[src/rtl/pin_irq_pkg.sv]
package pin_irq_pkg;
  localparam logic [7:0] PEND_BASE     = 8'h0B;
  localparam logic [7:0] MASK_ACT_BASE = 8'h19;
  localparam logic [7:0] OCTL_BASE     = 8'h2B;
  localparam int         ICTL_OFS      = 8;
  localparam int         BANK_STRIDE   = 16;
  localparam logic [5:0] OCTL_RST      = 6'h0A;

  typedef enum logic [1:0] {
    EDGE_NONE = 2'b00,
    EDGE_FALL = 2'b01,
    EDGE_RISE = 2'b10,
    EDGE_BOTH = 2'b11
  } edge_sel_e;

  typedef struct packed {
    logic       dir;
    logic       od;
    logic       pull_en;
    logic [1:0] pull_sel;
    logic       val;
  } octl_t;

  function automatic logic [7:0] octl_addr(input int pin, input int bank_pins);
    return 8'(int'(OCTL_BASE) + (pin / bank_pins) * BANK_STRIDE + (pin % bank_pins));
  endfunction

  function automatic logic [7:0] ictl_addr(input int pin, input int bank_pins);
    return 8'(int'(octl_addr(pin, bank_pins)) + ICTL_OFS);
  endfunction

  function automatic logic [7:0] pend_addr(input int bank);
    return 8'(int'(PEND_BASE) + bank);
  endfunction

  function automatic logic [7:0] mask_addr(input int bank, input int num_banks, input bit sleep);
    return 8'(int'(MASK_ACT_BASE) + bank + (sleep ? num_banks : 0));
  endfunction
endpackage

[src/rtl/pin_sync.sv]
module pin_sync #(
  parameter int W = 16
) (
  input  logic         clk_i,
  input  logic         rst_ni,
  input  logic [W-1:0] d_i,
  output logic [W-1:0] q_o
);
  logic [W-1:0] s1_q, s2_q;

  always_ff @(posedge clk_i or negedge rst_ni) begin
    if (!rst_ni) begin
      s1_q <= '0;
      s2_q <= '0;
    end else begin
      s1_q <= d_i;
      s2_q <= s1_q;
    end
  end

  assign q_o = s2_q;
endmodule

[src/rtl/pin_cell.sv]
module pin_cell
  import pin_irq_pkg::*;
(
  input  logic       clk_i,
  input  logic       rst_ni,
  input  logic       octl_we_i,
  input  logic [5:0] octl_wdata_i,
  input  logic       ictl_we_i,
  input  logic [1:0] esel_wdata_i,
  input  logic       lvl_i,
  input  logic       pend_clr_i,
  output octl_t      octl_o,
  output edge_sel_e  esel_o,
  output logic       prev_o,
  output logic       hit_o,
  output logic       pend_o,
  output logic       pad_oe_o,
  output logic       pad_out_o
);
  octl_t     octl_q;
  edge_sel_e esel_q;
  logic      prev_q, pend_q;
  logic      rise, fall;
  logic [1:0] esel_bits;

  always_ff @(posedge clk_i or negedge rst_ni) begin
    if (!rst_ni) begin
      octl_q <= octl_t'(OCTL_RST);
      esel_q <= EDGE_NONE;
    end else begin
      if (octl_we_i) octl_q <= octl_t'(octl_wdata_i);
      if (ictl_we_i) esel_q <= edge_sel_e'(esel_wdata_i);
    end
  end

  assign esel_bits = esel_q;
  assign rise      = lvl_i & ~prev_q;
  assign fall      = ~lvl_i & prev_q;
  assign hit_o     = (esel_bits[1] & rise) | (esel_bits[0] & fall);

  // new edge takes precedence over a simultaneous clear
  always_ff @(posedge clk_i or negedge rst_ni) begin
    if (!rst_ni) begin
      prev_q <= 1'b0;
      pend_q <= 1'b0;
    end else begin
      prev_q <= lvl_i;
      pend_q <= hit_o | (pend_q & ~pend_clr_i);
    end
  end

  // open-drain drives only the low level
  assign pad_oe_o  = octl_q.dir & (~octl_q.od | ~octl_q.val);
  assign pad_out_o = octl_q.val;
  assign octl_o    = octl_q;
  assign esel_o    = esel_q;
  assign prev_o    = prev_q;
  assign pend_o    = pend_q;
endmodule

[src/rtl/pin_irq_gate.sv]
module pin_irq_gate
  import pin_irq_pkg::*;
#(
  parameter int NUM_BANKS = 2,
  parameter int BANK_PINS = 8,
  localparam int NP = NUM_BANKS * BANK_PINS
) (
  input  logic                 clk_i,
  input  logic                 rst_ni,
  input  logic                 wr_en_i,
  input  logic [7:0]           addr_i,
  input  logic [BANK_PINS-1:0] wdata_i,
  input  logic                 sleep_i,
  input  logic [NP-1:0]        pend_i,
  output logic [NP-1:0]        mask_act_o,
  output logic [NP-1:0]        mask_slp_o,
  output logic                 irq_o
);
  logic [NP-1:0] act_q, slp_q;

  for (genvar b = 0; b < NUM_BANKS; b++) begin : g_bank
    localparam logic [7:0] AA = mask_addr(b, NUM_BANKS, 1'b0);
    localparam logic [7:0] SA = mask_addr(b, NUM_BANKS, 1'b1);

    always_ff @(posedge clk_i or negedge rst_ni) begin
      if (!rst_ni) begin
        act_q[b*BANK_PINS +: BANK_PINS] <= '1;
        slp_q[b*BANK_PINS +: BANK_PINS] <= '1;
      end else if (wr_en_i) begin
        if (addr_i == AA) act_q[b*BANK_PINS +: BANK_PINS] <= wdata_i;
        if (addr_i == SA) slp_q[b*BANK_PINS +: BANK_PINS] <= wdata_i;
      end
    end
  end

  assign irq_o      = |(pend_i & ~(sleep_i ? slp_q : act_q));
  assign mask_act_o = act_q;
  assign mask_slp_o = slp_q;
endmodule

[src/rtl/pin_irq_ctrl.sv]
module pin_irq_ctrl
  import pin_irq_pkg::*;
#(
  parameter int NUM_BANKS = 2,
  parameter int BANK_PINS = 8,
  localparam int NP = NUM_BANKS * BANK_PINS
) (
  input  logic            clk_i,
  input  logic            rst_ni,
  input  logic            sleep_i,
  input  logic            wr_en_i,
  input  logic [7:0]      addr_i,
  input  logic [7:0]      wdata_i,
  output logic [7:0]      rdata_o,
  input  logic [NP-1:0]   pad_in_i,
  output logic [NP-1:0]   pad_oe_o,
  output logic [NP-1:0]   pad_out_o,
  output logic [NP-1:0]   pull_en_o,
  output logic [2*NP-1:0] pull_sel_o,
  output logic [NP-1:0]   open_drain_o,
  output logic            irq_o
);
  logic [NP-1:0] lvl_w, prev_w, hit_w, pend_w, dir_w, clr_w;
  logic [NP-1:0] mask_act_w, mask_slp_w;
  octl_t         octl_w [NP];
  edge_sel_e     esel_w [NP];

  pin_sync #(.W(NP)) u_sync (
    .clk_i (clk_i),
    .rst_ni(rst_ni),
    .d_i   (pad_in_i),
    .q_o   (lvl_w)
  );

  for (genvar n = 0; n < NP; n++) begin : g_pin
    localparam int         B  = n / BANK_PINS;
    localparam int         O  = n % BANK_PINS;
    localparam logic [7:0] OA = octl_addr(n, BANK_PINS);
    localparam logic [7:0] IA = ictl_addr(n, BANK_PINS);
    localparam logic [7:0] PA = pend_addr(B);

    assign clr_w[n] = wr_en_i && (addr_i == PA) && wdata_i[O];

    pin_cell u_cell (
      .clk_i       (clk_i),
      .rst_ni      (rst_ni),
      .octl_we_i   (wr_en_i && (addr_i == OA)),
      .octl_wdata_i(wdata_i[5:0]),
      .ictl_we_i   (wr_en_i && (addr_i == IA)),
      .esel_wdata_i(wdata_i[2:1]),
      .lvl_i       (lvl_w[n]),
      .pend_clr_i  (clr_w[n]),
      .octl_o      (octl_w[n]),
      .esel_o      (esel_w[n]),
      .prev_o      (prev_w[n]),
      .hit_o       (hit_w[n]),
      .pend_o      (pend_w[n]),
      .pad_oe_o    (pad_oe_o[n]),
      .pad_out_o   (pad_out_o[n])
    );

    assign dir_w[n]            = octl_w[n].dir;
    assign pull_en_o[n]        = octl_w[n].pull_en;
    assign pull_sel_o[2*n +: 2] = octl_w[n].pull_sel;
    assign open_drain_o[n]     = octl_w[n].od;
  end

  pin_irq_gate #(.NUM_BANKS(NUM_BANKS), .BANK_PINS(BANK_PINS)) u_gate (
    .clk_i     (clk_i),
    .rst_ni    (rst_ni),
    .wr_en_i   (wr_en_i),
    .addr_i    (addr_i),
    .wdata_i   (wdata_i[BANK_PINS-1:0]),
    .sleep_i   (sleep_i),
    .pend_i    (pend_w),
    .mask_act_o(mask_act_w),
    .mask_slp_o(mask_slp_w),
    .irq_o     (irq_o)
  );

  always_comb begin
    rdata_o = '0;
    for (int b = 0; b < NUM_BANKS; b++) begin
      if (addr_i == pend_addr(b))
        rdata_o = 8'(pend_w[b*BANK_PINS +: BANK_PINS]);
      if (addr_i == mask_addr(b, NUM_BANKS, 1'b0))
        rdata_o = 8'(mask_act_w[b*BANK_PINS +: BANK_PINS]);
      if (addr_i == mask_addr(b, NUM_BANKS, 1'b1))
        rdata_o = 8'(mask_slp_w[b*BANK_PINS +: BANK_PINS]);
    end
    for (int n = 0; n < NP; n++) begin
      if (addr_i == octl_addr(n, BANK_PINS))
        rdata_o = {2'b00, octl_w[n]};
      if (addr_i == ictl_addr(n, BANK_PINS))
        rdata_o = {5'b00000, esel_w[n], lvl_w[n]};
    end
  end
endmodule

[config.mk]
export PLATFORM = sky130hd
export DESIGN_NAME = pin_irq_ctrl
export DESIGN_NICKNAME = d
export VERILOG_FILES = /design/src/rtl/pin_irq_pkg.sv /design/src/rtl/pin_sync.sv /design/src/rtl/pin_cell.sv /design/src/rtl/pin_irq_gate.sv /design/src/rtl/pin_irq_ctrl.sv
export SDC_FILE = /design/constraint.sdc
export NUM_CORES = 1
export LEC_CHECK = 0
export BUFFER_PORTS_ARGS = -buffer_cell sky130_fd_sc_hd__buf_4
export CAP_MARGIN = 20
export CORE_MARGIN = 2
export CORE_UTILIZATION = 53
export CTS_BUF_LIST = sky130_fd_sc_hd__clkbuf_4 sky130_fd_sc_hd__clkbuf_8
export DETAILED_ROUTE_END_ITERATION = 7
export PLACE_DENSITY = 0.83
export SLEW_MARGIN = 10
export SYNTH_ARGS = -nofsm -noshare
export SYNTH_HDL_FRONTEND = slang
export SYNTH_HIERARCHICAL = 1
export SYNTH_SLANG_ARGS = --single-unit
[constraint.sdc]
create_clock -name clk_i -period 2 [get_ports clk_i]
set_input_delay 0.1 -clock clk_i [delete_from_list [all_inputs] [get_ports clk_i]]
set_output_delay 0.1 -clock clk_i [all_outputs]
set_load 0.02 [all_outputs]
After elaboration in Yosys (flattened, before gate mapping) --
Cells that the tools add are included.
Word-level totals: register bits 224, output and inout bits 105, logic and storage cells 492
Cells by class: equal/unequal tests 38, multiplexer cells 39, bitwise operators 226, reductions and logical operators 55
Operators by type and width (count):
- $mux 8 | 38
- $eq 8x6->1 const B | 21
- $and 1x1->1 | 96
- $eq 8x7->1 const B | 11
- $not 1->1 | 80
- $logic_and 1x1->1 | 50
- $or 1x1->1 | 48
- $eq 8x5->1 const B | 4
- $and 16x16->16 | 1
- $eq 8x4->1 const B | 2
- $mux 16 | 1
- $not 16->16 | 1
- $reduce_or 16->1 | 1
- $reduce_and 2->1 | 4

Depth between registers and ports, before layout --
depth in word-level cells 39, depth in mapped cells 10

Modules after synthesis --
Netlist, hierarchy kept.
By module, submodules not included:
- pin_cell | instances 16, cells an instance 26, area an instance 420.4 um^2, seq. area each 252.7 um^2
- pin_irq_ctrl | instances 1, cells an instance 450, area an instance 2761.4 um^2, seq. area each 0.0 um^2
- pin_irq_gate | instances 1, cells an instance 103, area an instance 1547.7 um^2, seq. area each 840.8 um^2
- pin_sync | instances 1, cells an instance 32, area an instance 800.8 um^2, seq. area each 800.8 um^2

Least setup slack after synthesis --
OpenSTA, ideal clock, no wires.
kind input to output, from in addr_i[6], to out rdata_o[2], arrival 2.121 ns, required time 1.900 ns, slack -0.221 ns, cell stages on the path 9, path buffers 2, cell sequence buf_2 -> or4b_4 -> buf_6 -> nor2_8 -> a21oi_2 -> or4_1 -> a31oi_1 -> o311ai_1 -> a22oi_1
Between the ends: cells in the longest elaborated chain, start to end 39
Ends and longest elaborated chain:
- start, declared | line pin_irq_ctrl.sv:12 | input logic [7:0] addr_i,
- $eq 8x4->1 | line pin_irq_ctrl.sv:84 | if (addr_i == pend_addr(b))
- $mux 8 | line pin_irq_ctrl.sv:84
- $mux 8 | line pin_irq_ctrl.sv:86 | if (addr_i == mask_addr(b, NUM_BANKS, 1'b0))
- $mux 8 | line pin_irq_ctrl.sv:88 | if (addr_i == mask_addr(b, NUM_BANKS, 1'b1))
- $mux 8 | line pin_irq_ctrl.sv:84
- $mux 8 | line pin_irq_ctrl.sv:86
- $mux 8 | line pin_irq_ctrl.sv:88
- $mux 8 | line pin_irq_ctrl.sv:92 | if (addr_i == octl_addr(n, BANK_PINS))
- [23 not listed]
- $mux 8 | line pin_irq_ctrl.sv:92
- $mux 8 | line pin_irq_ctrl.sv:94 | if (addr_i == ictl_addr(n, BANK_PINS))
- $mux 8 | line pin_irq_ctrl.sv:92
- $mux 8 | line pin_irq_ctrl.sv:94
- $mux 8 | line pin_irq_ctrl.sv:92
- $mux 8 | line pin_irq_ctrl.sv:94
- $mux 8 | line pin_irq_ctrl.sv:92
- $mux 8 * | line pin_irq_ctrl.sv:94
- end, declared | line pin_irq_ctrl.sv:14 | output logic [7:0] rdata_o,
Mark *: on every way between the ends. The rest lies on a longest branch, timed or not.

Worst setup path after layout --
from reg u_gate.slp_q[10], in the netlist u_gate/mask_slp_o[10], to out rdata_o[2]
Between the ends: cells in the longest elaborated chain, start to end 33
Ends and longest elaborated chain:
- start, declared | line pin_irq_gate.sv:19 | logic [NP-1:0] act_q, slp_q;
- start signal, assigned by index | line pin_irq_gate.sv:31 | if (addr_i == SA) slp_q[b*BANK_PINS +: BANK_PINS] <= wdata_i;
- $mux 8 | line pin_irq_ctrl.sv:88
- $mux 8 | line pin_irq_ctrl.sv:92
- $mux 8 | line pin_irq_ctrl.sv:94
- $mux 8 | line pin_irq_ctrl.sv:92
- $mux 8 | line pin_irq_ctrl.sv:94
- $mux 8 | line pin_irq_ctrl.sv:92
- $mux 8 | line pin_irq_ctrl.sv:94
- $mux 8 | line pin_irq_ctrl.sv:92
- [17 not listed]
- $mux 8 | line pin_irq_ctrl.sv:92
- $mux 8 | line pin_irq_ctrl.sv:94
- $mux 8 | line pin_irq_ctrl.sv:92
- $mux 8 | line pin_irq_ctrl.sv:94
- $mux 8 | line pin_irq_ctrl.sv:92
- $mux 8 | line pin_irq_ctrl.sv:94
- $mux 8 | line pin_irq_ctrl.sv:92
- $mux 8 | line pin_irq_ctrl.sv:94
No other way between the ends.

==> results.json <==
{
  "outcome": "finished, violations left",
  "violations": "setup timing",
  "maxSlewViolCount": 0,
  "rows": 54,
  "combPwrFrac_pct": 13.6,
  "avgSynthCellArea_um2": 11.9,
  "power.density_nw_per_um2": 682,
  "rsz0062_at_grt": "yes",
  "syn_nets": 1021,
  "startpoint_type": "flop",
  "hpwl_um": 33300,
  "p_int_mw": 7.96,
  "finalSetupViolCount": 7,
  "grt_pass1_wl_um": 67800,
  "insertion_delay_ns": 0.53,
  "vias_per_cell": 6.26,
  "fillers": 1497,
  "syn2layout_area_growth_pct": 35.5,
  "wl_met3_um": 3680,
  "period_share_pct": 130,
  "place.port_buffers": 140,
  "grt_usage_pct": 38.4,
  "antennaDiodeCount": 0,
  "clock_sinks": 224,
  "arrival_ns": 2.49,
  "cp.required_ns": 1.90,
  "cts_tree": "built",
  "design_area_um2": 15900,
  "start_util_pct": 53.9,
  "met2_length_um": 20900,
  "avgRoutedWirePerCell_um": 27.8,
  "fp.coreArea_um2": 21800,
  "drt-initial-drc-count": 1130,
  "antenna_found_initial": 0,
  "finalCriticalPeriod_ns": 2.59,
  "h-tree-depth": 2,
  "max_cap_violations": 0,
  "power_mw": 10.9,
  "top_layer_used": "met4",
  "fin_skew_ns": 0.0133,
  "drtPass1Iterations": 7,
  "detail-route-antenna-nets": 0,
  "die_w_um": 153,
  "p_sw_share_pct": 26.8,
  "place_worst_setup_slack_ns": -0.716,
  "multi_input_area_um2": 5830,
  "switchingPower_mw": 2.91,
  "layout-drive-gt1-share_pct": 53.3,
  "dieHeight_um": 153,
  "critical_path_class": "flop to primary output",
  "worst_slack_ns": -0.593,
  "via_count": 10300,
  "fmax_ghz": 0.386,
  "hold_class": "input pin to flop",
  "p_leak_nw": 7.36,
  "m1WireLength_um": 19300,
  "cts_max_path_buffers": 3,
  "ir_worst_vdd_mv": 0.758,
  "synth_warnings": 6,
  "cts-buffers-inserted": 37,
  "die_area_um2": 23400,
  "cts_root_buffer": "clkbuf_8",
  "gp_congestion": 1.04,
  "grt_pass1_vias": 10600,
  "clk_pin_slew_ns": 0.06,
  "syn_inst": 985,
  "syn_area_um2": 11800,
  "cp-end-kind": "primary output",
  "nets": 1368,
  "slew_headroom_pct": 62.2,
  "grt_overflow": 0,
  "seqPwrFrac_pct": 46.6,
  "tightest_slew_ns": 0.567,
  "grt_max_degree": 69,
  "p_clk_share_pct": 39.8,
  "io_pins": 141,
  "dpl-instance-area_um2": 14500,
  "hold_viol_final": 0,
  "final-seq-area_um2": 5690,
  "wirelength_um": 45500,
  "crit_fanout": 3,
  "drcViolationCount": 0
}
## critical path, cell delays in order (launching register included)
cell and delay [ns]:
dfstp_2 0.56, nor3b_2 0.19, a21oi_2 0.06, or4_4 0.44
a31oi_4 0.22, o311ai_4 0.11, a22oi_2 0.20, buf_4 0.18
## cell usage in the layout, fill, tap and decap left out, types with 16 or more instances in the layout
master           n
nand2_1         49
mux2_2          64
nor3_1          27
and3_1          25
a21oi_1         19
a22oi_1         23
dlygate4sd3_1   19
nor2_1          60
clkbuf_8        49
dfstp_2         64
nand3_1         21
buf_4          345
inv_1           21
nand3b_1        17
dfrtp_1        160
mux2i_1         35
mux2_4          96
o221ai_1        17
a21boi_0        16
## final timing paths
check / end / cells past startpoint / from / slack (ns)
setup reg to reg: g_pin[15].u_cell/pend_o / 3 / g_pin[15].u_cell/pend_o / 0.92
hold / removal: g_pin[15].u_cell/octl_o[3] / 2 / wdata_i[3] / 0.09
max in group asynchronous: u_gate/mask_act_o[2] / 3 / rst_ni / 1.08
min in group asynchronous: g_pin[13].u_cell/octl_o[5] / 2 / rst_ni / 0.15
hold reg to reg: u_sync/q_o[13] / 0 / u_sync/s1_q[13] / 0.35
setup / recovery: rdata_o[2] / 7 / u_gate/mask_slp_o[10] / -0.59
## per-layer routing
layer / vias to the layer above / GRT usage [%]
li1: 4374 / -
met1: 5218 / 54.6
met2: 575 / 59.8
met3: 111 / 7.20
met4: 0 / 13.1
met5: - / 0
## per-stage QoR
stage | hold slack (ns) | utilization (%) | setup TNS (ns) | std cells
after global routing | 0.0832 | 73.0 | -3.33 | 1641
after global placement | 0.0986 | 66.6 | -6.50 | 1550
after detailed placement | 0.103 | 66.6 | -6.37 | 1550
final | 0.0921 | 73.0 | -3.00 | 1641
after floorplan | -0.196 | - | -0.197 | 985
after CTS | 0.0768 | 72.5 | -2.82 | 1641
## power by group through the flow
stage / clock, mW / sequential [mW] / combinational (mW)
final: 4.33 / 5.07 / 1.48
after global routing: 4.57 / 5.08 / 1.55
after CTS: 4.36 / 5.05 / 1.44
after detailed placement: 0 / 5.12 / 1.37
after global placement: 0 / 5.12 / 1.35
after floorplan: 0 / 5.11 / 0.539
## cell type report
| class | instances | area share [%] |
|---|---|---|
| repair buffers | 386 | 19.9 |
| clock inverters | 5 | 0.243 |
| clock buffers | 63 | 4.89 |
| flip-flops and latches | 224 | 35.7 |
| multi-input cells | 661 | 36.6 |
| well taps | 280 | 2.20 |
| inverters | 22 | 0.518 |
## state kept, by name, indices dropped and copies added, names as in the netlist
register                cells
u_gate/mask_slp_o          16
g_pin.u_cell/prev_o        16
g_pin.u_cell/pad_out_o     16
g_pin.u_cell/octl_o        80
u_sync/q_o                 16
u_gate/mask_act_o          16
u_sync/s1_q                16
g_pin.u_cell/esel_o        32
g_pin.u_cell/pend_o        16
## timing repair
action | 4_1_cts | 5_1_grt
hold buffers | 19 | 0
setup buffers | 6 | 2
endpoints found under the setup margin | 9 | 8
pin swaps | 35 | 17
endpoints found under the hold margin | 146 | 0
gates resized for setup | 50 | 22
Power figures use the tool's default switching activity.
